### config.mk
export PLATFORM = sky130hd
export DESIGN_NAME = psd_divider
export DESIGN_NICKNAME = d
export VERILOG_FILES = /design/src/rtl/psd_pkg.sv /design/src/rtl/psd_prescaler.sv /design/src/rtl/psd_swallow.sv /design/src/rtl/psd_divider.sv
export SDC_FILE = /design/constraint.sdc
export NUM_CORES = 1
export LEC_CHECK = 0
export BUFFER_PORTS_ARGS = -buffer_cell sky130_fd_sc_hd__buf_4
export CAP_MARGIN = 5
export CORE_MARGIN = 3
export CORE_UTILIZATION = 29
export DETAILED_ROUTE_END_ITERATION = 10
export PLACE_DENSITY = 0.51
export SLEW_MARGIN = 0
export SYNTH_ARGS = -nofsm -noshare
export SYNTH_HDL_FRONTEND = slang
export SYNTH_SLANG_ARGS = --single-unit
### constraint.sdc
create_clock -name clk_in -period 2.9 [get_ports clk_in]
set_input_delay 0.29 -clock clk_in [delete_from_list [all_inputs] [get_ports clk_in]]
set_output_delay 0.29 -clock clk_in [all_outputs]
set_load 0.01 [all_outputs]
### src/rtl/psd_pkg.sv
package psd_pkg;

   // Which of the two prescaler ratios is in force
   typedef enum logic {
      MOD_BASE = 1'b0,
      MOD_PLUS = 1'b1
   } psd_mod_e;

   // Width needed for a prescaler counter reaching the largest P+1
   function automatic int unsigned pc_width(int unsigned log2_min, int unsigned sel_w);
      return log2_min + (1 << sel_w);
   endfunction

endpackage

### src/rtl/psd_prescaler.sv
module psd_prescaler
   import psd_pkg::*;
#(
   parameter int unsigned SEL_W      = 2,
   parameter int unsigned P_LOG2_MIN = 3
) (
   input  logic             clk_in,
   input  logic             rst_n,
   input  logic             clr,
   input  logic             swallow,
   input  logic [SEL_W-1:0] sel_act,
   output logic             pre_tick
);
   localparam int unsigned PC_W = pc_width(P_LOG2_MIN, SEL_W);

   logic [PC_W-1:0] pcnt;
   logic [PC_W-1:0] base_mod;
   logic [PC_W-1:0] term;
   psd_mod_e        mode;

   assign mode     = swallow ? MOD_PLUS : MOD_BASE;
   assign base_mod = PC_W'(1) << (P_LOG2_MIN + 32'(sel_act));
   assign term     = (mode == MOD_PLUS) ? base_mod : (base_mod - PC_W'(1));
   assign pre_tick = (pcnt == term);

   always_ff @(posedge clk_in) begin
      if (!rst_n) begin
         pcnt <= '0;
      end else if (clr || pre_tick) begin
         pcnt <= '0;
      end else begin
         pcnt <= pcnt + PC_W'(1);
      end
   end
endmodule

### src/rtl/psd_swallow.sv
module psd_swallow #(
   parameter int unsigned SEL_W = 2,
   parameter int unsigned A_W   = 6,
   parameter int unsigned B_W   = 13
) (
   input  logic             clk_in,
   input  logic             rst_n,
   input  logic             pre_tick,
   input  logic [SEL_W-1:0] sel_in,
   input  logic [B_W-1:0]   b_in,
   input  logic [A_W-1:0]   a_in,
   output logic             swallow,
   output logic [SEL_W-1:0] sel_act,
   output logic             end_evt,
   output logic             load_evt,
   output logic             cfg_bad
);
   localparam logic [B_W-1:0] B_MIN = B_W'(3);
   localparam logic [B_W-1:0] B_ONE = B_W'(1);

   logic           start_q;
   logic [A_W-1:0] a_left;
   logic [B_W-1:0] b_left;

   assign swallow  = (a_left != '0);
   assign end_evt  = pre_tick && (b_left == B_ONE);
   assign load_evt = start_q || end_evt;

   always_ff @(posedge clk_in) begin
      if (!rst_n) begin
         start_q <= 1'b1;
         a_left  <= '0;
         b_left  <= '0;
         sel_act <= '0;
         cfg_bad <= 1'b0;
      end else if (load_evt) begin
         start_q <= 1'b0;
         a_left  <= a_in;
         b_left  <= b_in;
         sel_act <= sel_in;
         cfg_bad <= (B_W'(a_in) >= b_in) || (b_in < B_MIN);
      end else if (pre_tick) begin
         b_left <= b_left - B_ONE;
         if (swallow) begin
            a_left <= a_left - A_W'(1);
         end
      end
   end
endmodule

### src/rtl/psd_divider.sv
module psd_divider #(
   parameter int unsigned SEL_W      = 2,
   parameter int unsigned A_W        = 6,
   parameter int unsigned B_W        = 13,
   parameter int unsigned P_LOG2_MIN = 3,
   parameter bit          REG_OUT    = 1'b1
) (
   input  logic             clk_in,
   input  logic             rst_n,
   input  logic [SEL_W-1:0] pre_sel,
   input  logic [B_W-1:0]   b_val,
   input  logic [A_W-1:0]   a_val,
   output logic             div_pulse,
   output logic             mod_hi,
   output logic             cfg_bad
);
   generate
      if (A_W >= B_W) begin : g_chk_aw
         $error("psd_divider: swallow width must be below main counter width");
      end
      if (P_LOG2_MIN < 1) begin : g_chk_pmin
         $error("psd_divider: smallest modulus must be at least 2");
      end
      if (SEL_W < 1 || SEL_W > 3) begin : g_chk_sel
         $error("psd_divider: modulus select width out of range");
      end
   endgenerate

   logic             pre_tick;
   logic             load_evt;
   logic             end_evt;
   logic             swallow;
   logic [SEL_W-1:0] sel_act;

   psd_prescaler #(
      .SEL_W      (SEL_W),
      .P_LOG2_MIN (P_LOG2_MIN)
   ) u_pre (
      .clk_in   (clk_in),
      .rst_n    (rst_n),
      .clr      (load_evt),
      .swallow  (swallow),
      .sel_act  (sel_act),
      .pre_tick (pre_tick)
   );

   psd_swallow #(
      .SEL_W (SEL_W),
      .A_W   (A_W),
      .B_W   (B_W)
   ) u_sw (
      .clk_in   (clk_in),
      .rst_n    (rst_n),
      .pre_tick (pre_tick),
      .sel_in   (pre_sel),
      .b_in     (b_val),
      .a_in     (a_val),
      .swallow  (swallow),
      .sel_act  (sel_act),
      .end_evt  (end_evt),
      .load_evt (load_evt),
      .cfg_bad  (cfg_bad)
   );

   assign mod_hi = swallow;

   generate
      if (REG_OUT) begin : g_out_reg
         logic pulse_q;
         always_ff @(posedge clk_in) begin
            if (!rst_n) pulse_q <= 1'b0;
            else        pulse_q <= end_evt;
         end
         assign div_pulse = pulse_q;
      end else begin : g_out_comb
         assign div_pulse = end_evt && rst_n;
      end
   endgenerate
endmodule

[Yosys cells after proc, flatten, opt, wreduce, memory -nomap -nowiden]
Index checks and enable logic that the tools add are counted.
Operators by class
  $add $sub $neg: 5
  multiply operators: 0
  div/mod/pow operators: 0
  $lt $le $gt $ge: 2
  equality and inequality tests: 2
  shift-type cells: 1
  multiplexer cells: 7
  bitwise logic cells: 1
  reduce and logical (&&, ||, !) cells: 9
Operator list (number)
  << shifter 1 x 32 -> 7 bit (first input constant): 1
  two-way mux 13 bit: 2
  two-way mux 6 bit: 3
  == test 13 x 1 -> 1 bit (second input constant): 1
  >= comparator 6 x 13 -> 1 bit: 1
  < comparator 13 x 2 -> 1 bit (second input constant): 1
  subtractor 13 x 1 -> 13 bit (second input constant): 1
  adder 7 x 1 -> 7 bit (second input constant): 1
  == test 7 bit: 1
  two-way mux 7 bit: 1
  subtractor 7 x 1 -> 7 bit (second input constant): 1
  nonzero test 6 bit: 1
  subtractor 6 x 1 -> 6 bit (second input constant): 1
  nonzero test 2 bit: 2
  adder 2 x 2 -> 3 bit (first input constant): 1
  logical OR 1 bit: 3
  AND reduction 2 bit: 1
  OR reduction 2 bit: 1
  logical AND 1 bit: 1
  two-way mux 1 bit: 1
  inverter 1 bit: 1
Storage, ports and cells
  flip-flop bits (word level): 31
  bits in latches: 0
  RAM bits: 0
  bits in read-only memories: 0
  bits of input ports: 23
  output and inout bits: 3
  logic and storage cells: 34
  memories kept: 0

[Logic depth before layout (Yosys ltp)]
  word-level depth: 9
  gate-level depth with buffers: 11

[Modules after synthesis]
From an unflattened synthesis, not the netlist that was laid out.
Second synthesis, totals
  cells, all modules: 215
  area total of the unflattened synthesis: 1958.1 sq um
By module, submodules not included
  psd_swallow: instances 1, cells each 159, area an instance 1445.1 sq um, sequential area each 460.4 sq um
  psd_prescaler: instances 1, cells each 54, area an instance 486.7 sq um, sequential area each 140.1 sq um
  psd_divider: instances 1, cells each 2, area an instance 26.3 sq um, sequential area each 20.0 sq um

[Least setup slack after synthesis]
OpenSTA, ideal clock, no wires.
  path kind: reg-to-reg
  start: reg u_sw.a_left[0]
  end: reg u_sw.b_left[0]
  setup time: 0.133 ns
  arrival: 2.548 ns
  required time: 2.767 ns
  setup slack: 0.219 ns
  stages on the path, launching flop included: 11
  buffers on the path: 1
  period minus slack after synthesis: 2.681 ns
  path through: dfxtp_1 -> inv_1 -> ha_1 -> or4b_4 -> nor2_4 -> or4_4 -> a2111oi_4 -> a21o_1 -> buf_6 -> mux2i_1 -> o22ai_1
Between the ends
  word-level cells in the longest chain between the ends: 7
  elaborated cells between the ends (all ways): 8
  classes of those cells: eq/ne (1); mux (3); reduce/logical (4)
Ends and longest elaborated chain
  from (decl): RTL line psd_swallow.sv:22  | logic [A_W-1:0] a_left;
  from (signal assigned): RTL line psd_swallow.sv:38  | a_left <= a_in;
  from (signal assigned): RTL line psd_swallow.sv:45  | a_left <= a_left - A_W'(1);
  nonzero test 6 bit (*): RTL line psd_swallow.sv:25  | assign swallow = (a_left != '0);
  two-way mux 1 bit (*): RTL line psd_prescaler.sv:21  | assign mode = swallow ? MOD_PLUS : MOD_BASE;
  two-way mux 7 bit (*): RTL line psd_prescaler.sv:23  | assign term = (mode == MOD_PLUS) ? base_mod : (base_mod - PC_W'(1));
  == test 7 bit (*): RTL line psd_prescaler.sv:24  | assign pre_tick = (pcnt == term);
  logical AND 1 bit: RTL line psd_swallow.sv:26  | assign end_evt = pre_tick && (b_left == B_ONE);
  logical OR 1 bit: RTL line psd_swallow.sv:27  | assign load_evt = start_q || end_evt;
  two-way mux 13 bit / nonzero test 2 bit (equally long branches)
  to (signal assigned): RTL line psd_swallow.sv:39  | b_left <= b_in;
  to (signal assigned): RTL line psd_swallow.sv:43  | b_left <= b_left - B_ONE;
  to (decl): RTL line psd_swallow.sv:23  | logic [B_W-1:0] b_left;
Every way passes the cells marked *; elsewhere a longest branch is shown, timed or not.
A chain may end at the register's enable or synchronous reset.

[Worst setup path after layout]
  start: reg u_sw.a_left[0]
  end: reg u_sw.b_left[1]
Same word-level chain as after synthesis.

==> results.sh <==
export IMPL_worstMarginPinSlew_ps=652.1
export IMPL_drive_above_1_share=0.2143
export IMPL_rr_worst_depth=9
export IMPL_ys_ff_latch=31
export IMPL_ir_drop_mv=0.1665
export IMPL_die_area_mm2=0.008260
export IMPL_crit_required_ps=3110
export IMPL_track_usage=0.1471
export IMPL_synth_seq_area_share=0.2970
export IMPL_finalSetupViolations=0
export IMPL_slowest_delay_ps=560
export IMPL_fp_row_count=30
export IMPL_final_max_slew_viol_count=0
export IMPL_path_delay_family="compound AO/OA/AOI/OAI gates"
export IMPL_hold_ws_ps=247.6
export IMPL_grt_antenna_before_repair=0
export IMPL_cap_violations=0
export IMPL_h_tree_depth=2
export IMPL_power_leakage_nw=1.038
export IMPL_synthDistinctLibCells=57
export IMPL_cpMaxStageDelayCell="or4_4"
export IMPL_syn_avg_cell_area_um2=8.099
export IMPL_fill_cells=773
export IMPL_final_min_clock_period_ps=2745
export IMPL_p_per_area_mw_per_mm2=469.3
export IMPL_start_util=0.3025
export IMPL_path_clk_slew_ps=70
export IMPL_min_from="pre_sel[0]"
export IMPL_grt_pass1_wl_um=9749
export IMPL_synth_ff_type="dfxtp_1"
export IMPL_hold_path_depth=3
export IMPL_syn_cell_area_mm2=0.002090
export IMPL_endpoint_kind="register"
export IMPL_synth_most_common_cell="dfxtp_1"
export IMPL_post_route_period_util=0.9466
export IMPL_drt_iter0_drc=92
export IMPL_hpwl_um=4559
export IMPL_clock_root_buffer="clkbuf_8"
export IMPL_finalHoldViolations=0
export IMPL_postSynthCellCount=258
export IMPL_cts_sinks=31
export IMPL_status="finished clean"
export IMPL_cts_path_max_buffers=2
export IMPL_diodes=0
export IMPL_pin_count=26
export IMPL_ff2ff_setup_slack_ps=150
export IMPL_crit_buf_inv=1
export IMPL_slew_headroom=0.5612
export IMPL_drtAntennaViolNets=0
export IMPL_layout_nets=327
export IMPL_arrival_ps=2960
export IMPL_fin_cells=390
export IMPL_crit_type="register to register"
export IMPL_placed_cell_area_mm2=0.002434
export IMPL_rsz0062_at_grt="false"
export IMPL_min_to="u_sw.sel_act[0]"
export IMPL_synth_top_area_cell="dfxtp_1"
export IMPL_synth_edf_count=0
export IMPL_hp_class="primary input to register"
export IMPL_clk_latency_ps=290
export IMPL_finalSetupTns_ps=0
export IMPL_drt_vias_per_instance=5.354
export IMPL_core_area_mm2=0.006907
export IMPL_dp_cells=381
export IMPL_ys_warn_count=0
export IMPL_crit_chain="inv_1, ha_2, or4b_4, nor2_4, or4_4, a2111oi_4, a21o_1, mux2_2, o22ai_1"
export IMPL_route_detailed_drc=0
export IMPL_fmax_ghz=0.3643
export IMPL_synth_top_area_frac=0.2970
export IMPL_numCtsBuffers=5
export IMPL_rr_endpoint="u_sw.b_left[1]"
export IMPL_dr_pass1_iters=5
export IMPL_finalClockSkew_ps=4.557
export IMPL_path_max_fanout=6
export IMPL_tritoncts="built"
export IMPL_synthTopCellsByArea="dfxtp_1 30%, ha_1 6.6%, nand2_1 4.5%, nor2_1 4.5%, nand3_1 3.8%"
export IMPL_grt_start_max_net_pins=17
export IMPL_overflow=0
export IMPL_dieHeight_um=90.89
export IMPL_vias=2088
export IMPL_routedWlPerCell_um=15.03
export IMPL_grt_pass1_vias=1923
export IMPL_die_w_um=90.89
export IMPL_place_congestion=0.7861
export IMPL_async_reset_ff_frac=0
export IMPL_wl_um=5860
export IMPL_synth_commonest_cells="31 x dfxtp_1, 25 x nand2_1, 25 x nor2_1, 16 x nand3_1, 14 x inv_1"
export IMPL_start_kind="register"
export IMPL_final_cell_area_mm2=0.002534
export IMPL_port_buffers=25
export IMPL_area_growth_pct=21.26
export IMPL_timing_rr_start="u_sw.a_left[0]"
-- timing repair --
action / in CTS / in global routing
hold buffers: 0 / 0
gates resized for setup: 0 / 4
endpoints found under the setup margin: 0 / 14
setup buffers: 0 / 1
endpoints found under the hold margin: 0 / 0
-- power breakdown --
part | leakage, nW | internal, mW | switching (mW) | total, mW
combinational | 0.740 | 0.157 | 0.206 | 0.363
sequential | 0.255 | 0.457 | 0.0381 | 0.495
clock | 0.0422 | 0.168 | 0.163 | 0.331
total | 1.04 | 0.782 | 0.407 | 1.19
-- sequential cells by signal, summed over array words and instances, names as in the netlist --
register and count:
u_sw.b_left 13, u_pre.pcnt 7, u_sw.a_left 6, u_sw.sel_act 2
div_pulse 1, u_sw.cfg_bad 1, u_sw.start_q 1
-- final cells by class --
type / instances / area (um2) / area share
Timing Repair Buffer: 38 / 285.3 / 0.1126
Tap cell: 96 / 120.1 / 0.04741
Inverter: 14 / 52.55 / 0.02074
Sequential cell: 31 / 623.1 / 0.2459
Clock inverter: 1 / 5.005 / 0.001975
Multi-Input combinational cell: 203 / 1371 / 0.5412
Clock buffer: 7 / 76.32 / 0.03012
-- cells by family after synthesis --
kind of cell / after synthesis / share of synthesized area
compound gates: 64 / 0.2317
fa+ha+maj: 11 / 0.06587
simple gates: 108 / 0.2707
mux: 7 / 0.03413
flops: 31 / 0.2970
xor+xnor: 11 / 0.04611
other cells: 1 / 0.001795
buf+inv: 25 / 0.05269
-- worst reg2reg max path: cells and delay by family, from the launching register on --
| kind | cells | cell delay, ps |
|---|---|---|
| AO/OA/AOI/OAI | 3 | 850 |
| adder cells (fa/ha/maj) | 1 | 210 |
| buffers and inverters | 1 | 60 |
| flip-flops | 1 | 360 |
| multiplexers | 1 | 350 |
| AND/OR/NAND/NOR | 3 | 830 |
-- routing by layer --
metal | global-route usage | wire [um] | vias to the layer above
met3 | 0.02000 | 207 | 12
met4 | 0.05653 | 114 | 0
met1 | 0.1970 | 2758 | 976
li1 | - | - | 1032
met5 | 0 | 0 | -
met2 | 0.2390 | 2779 | 68
-- placed cells by master (no fill, tap or decap), types with 2 or more instances in the layout --
master,Yosys,final
nor2_1,25,25
dfxtp_2,0,2
nand2_1,25,25
o21ai_0,5,5
o21ai_1,6,6
clkbuf_1,8,2
nor4_1,7,7
clkbuf_8,0,5
a21oi_1,9,9
dfxtp_1,31,29
and3_1,4,4
xnor2_1,7,7
or4_1,3,3
conb_1,1,2
nor4b_1,3,2
xor2_1,4,4
a221oi_1,2,2
nor3_1,6,6
or3_1,5,5
ha_1,11,10
a21o_1,6,6
buf_4,0,38
o311ai_0,3,3
inv_1,14,14
mux2i_1,6,6
o22ai_1,4,4
o211ai_1,7,7
or2_2,2,2
nand3_1,16,16
a2111oi_0,2,2
a31oi_1,6,6
-- stage by stage --
step           utilization  setup slack, ps  power (mW)
6_report            0.3668            154.8       1.189
5_1_grt             0.3668            25.19       1.261
4_1_cts             0.3641            59.49       1.195
3_5_place_dp        0.3524            75.46      0.8594
3_3_place_gp        0.3524            163.6      0.8632
2_1_floorplan            -            218.7      0.7451
-- worst max path at each step --
stage / from / to / depth (start not counted)
2_1_floorplan: u_sw.a_left[0] / u_sw.b_left[0] / 10
3_3_place_gp: u_sw.a_left[0] / u_sw.a_left[5] / 10
3_5_place_dp: u_sw.a_left[0] / u_sw.b_left[1] / 9
4_1_cts: u_sw.a_left[0] / u_sw.b_left[1] / 9
5_1_grt: u_sw.a_left[0] / u_sw.a_left[5] / 10
6_report: u_sw.a_left[0] / u_sw.b_left[1] / 9
Note: power is estimated with default switching activity, not from simulation.
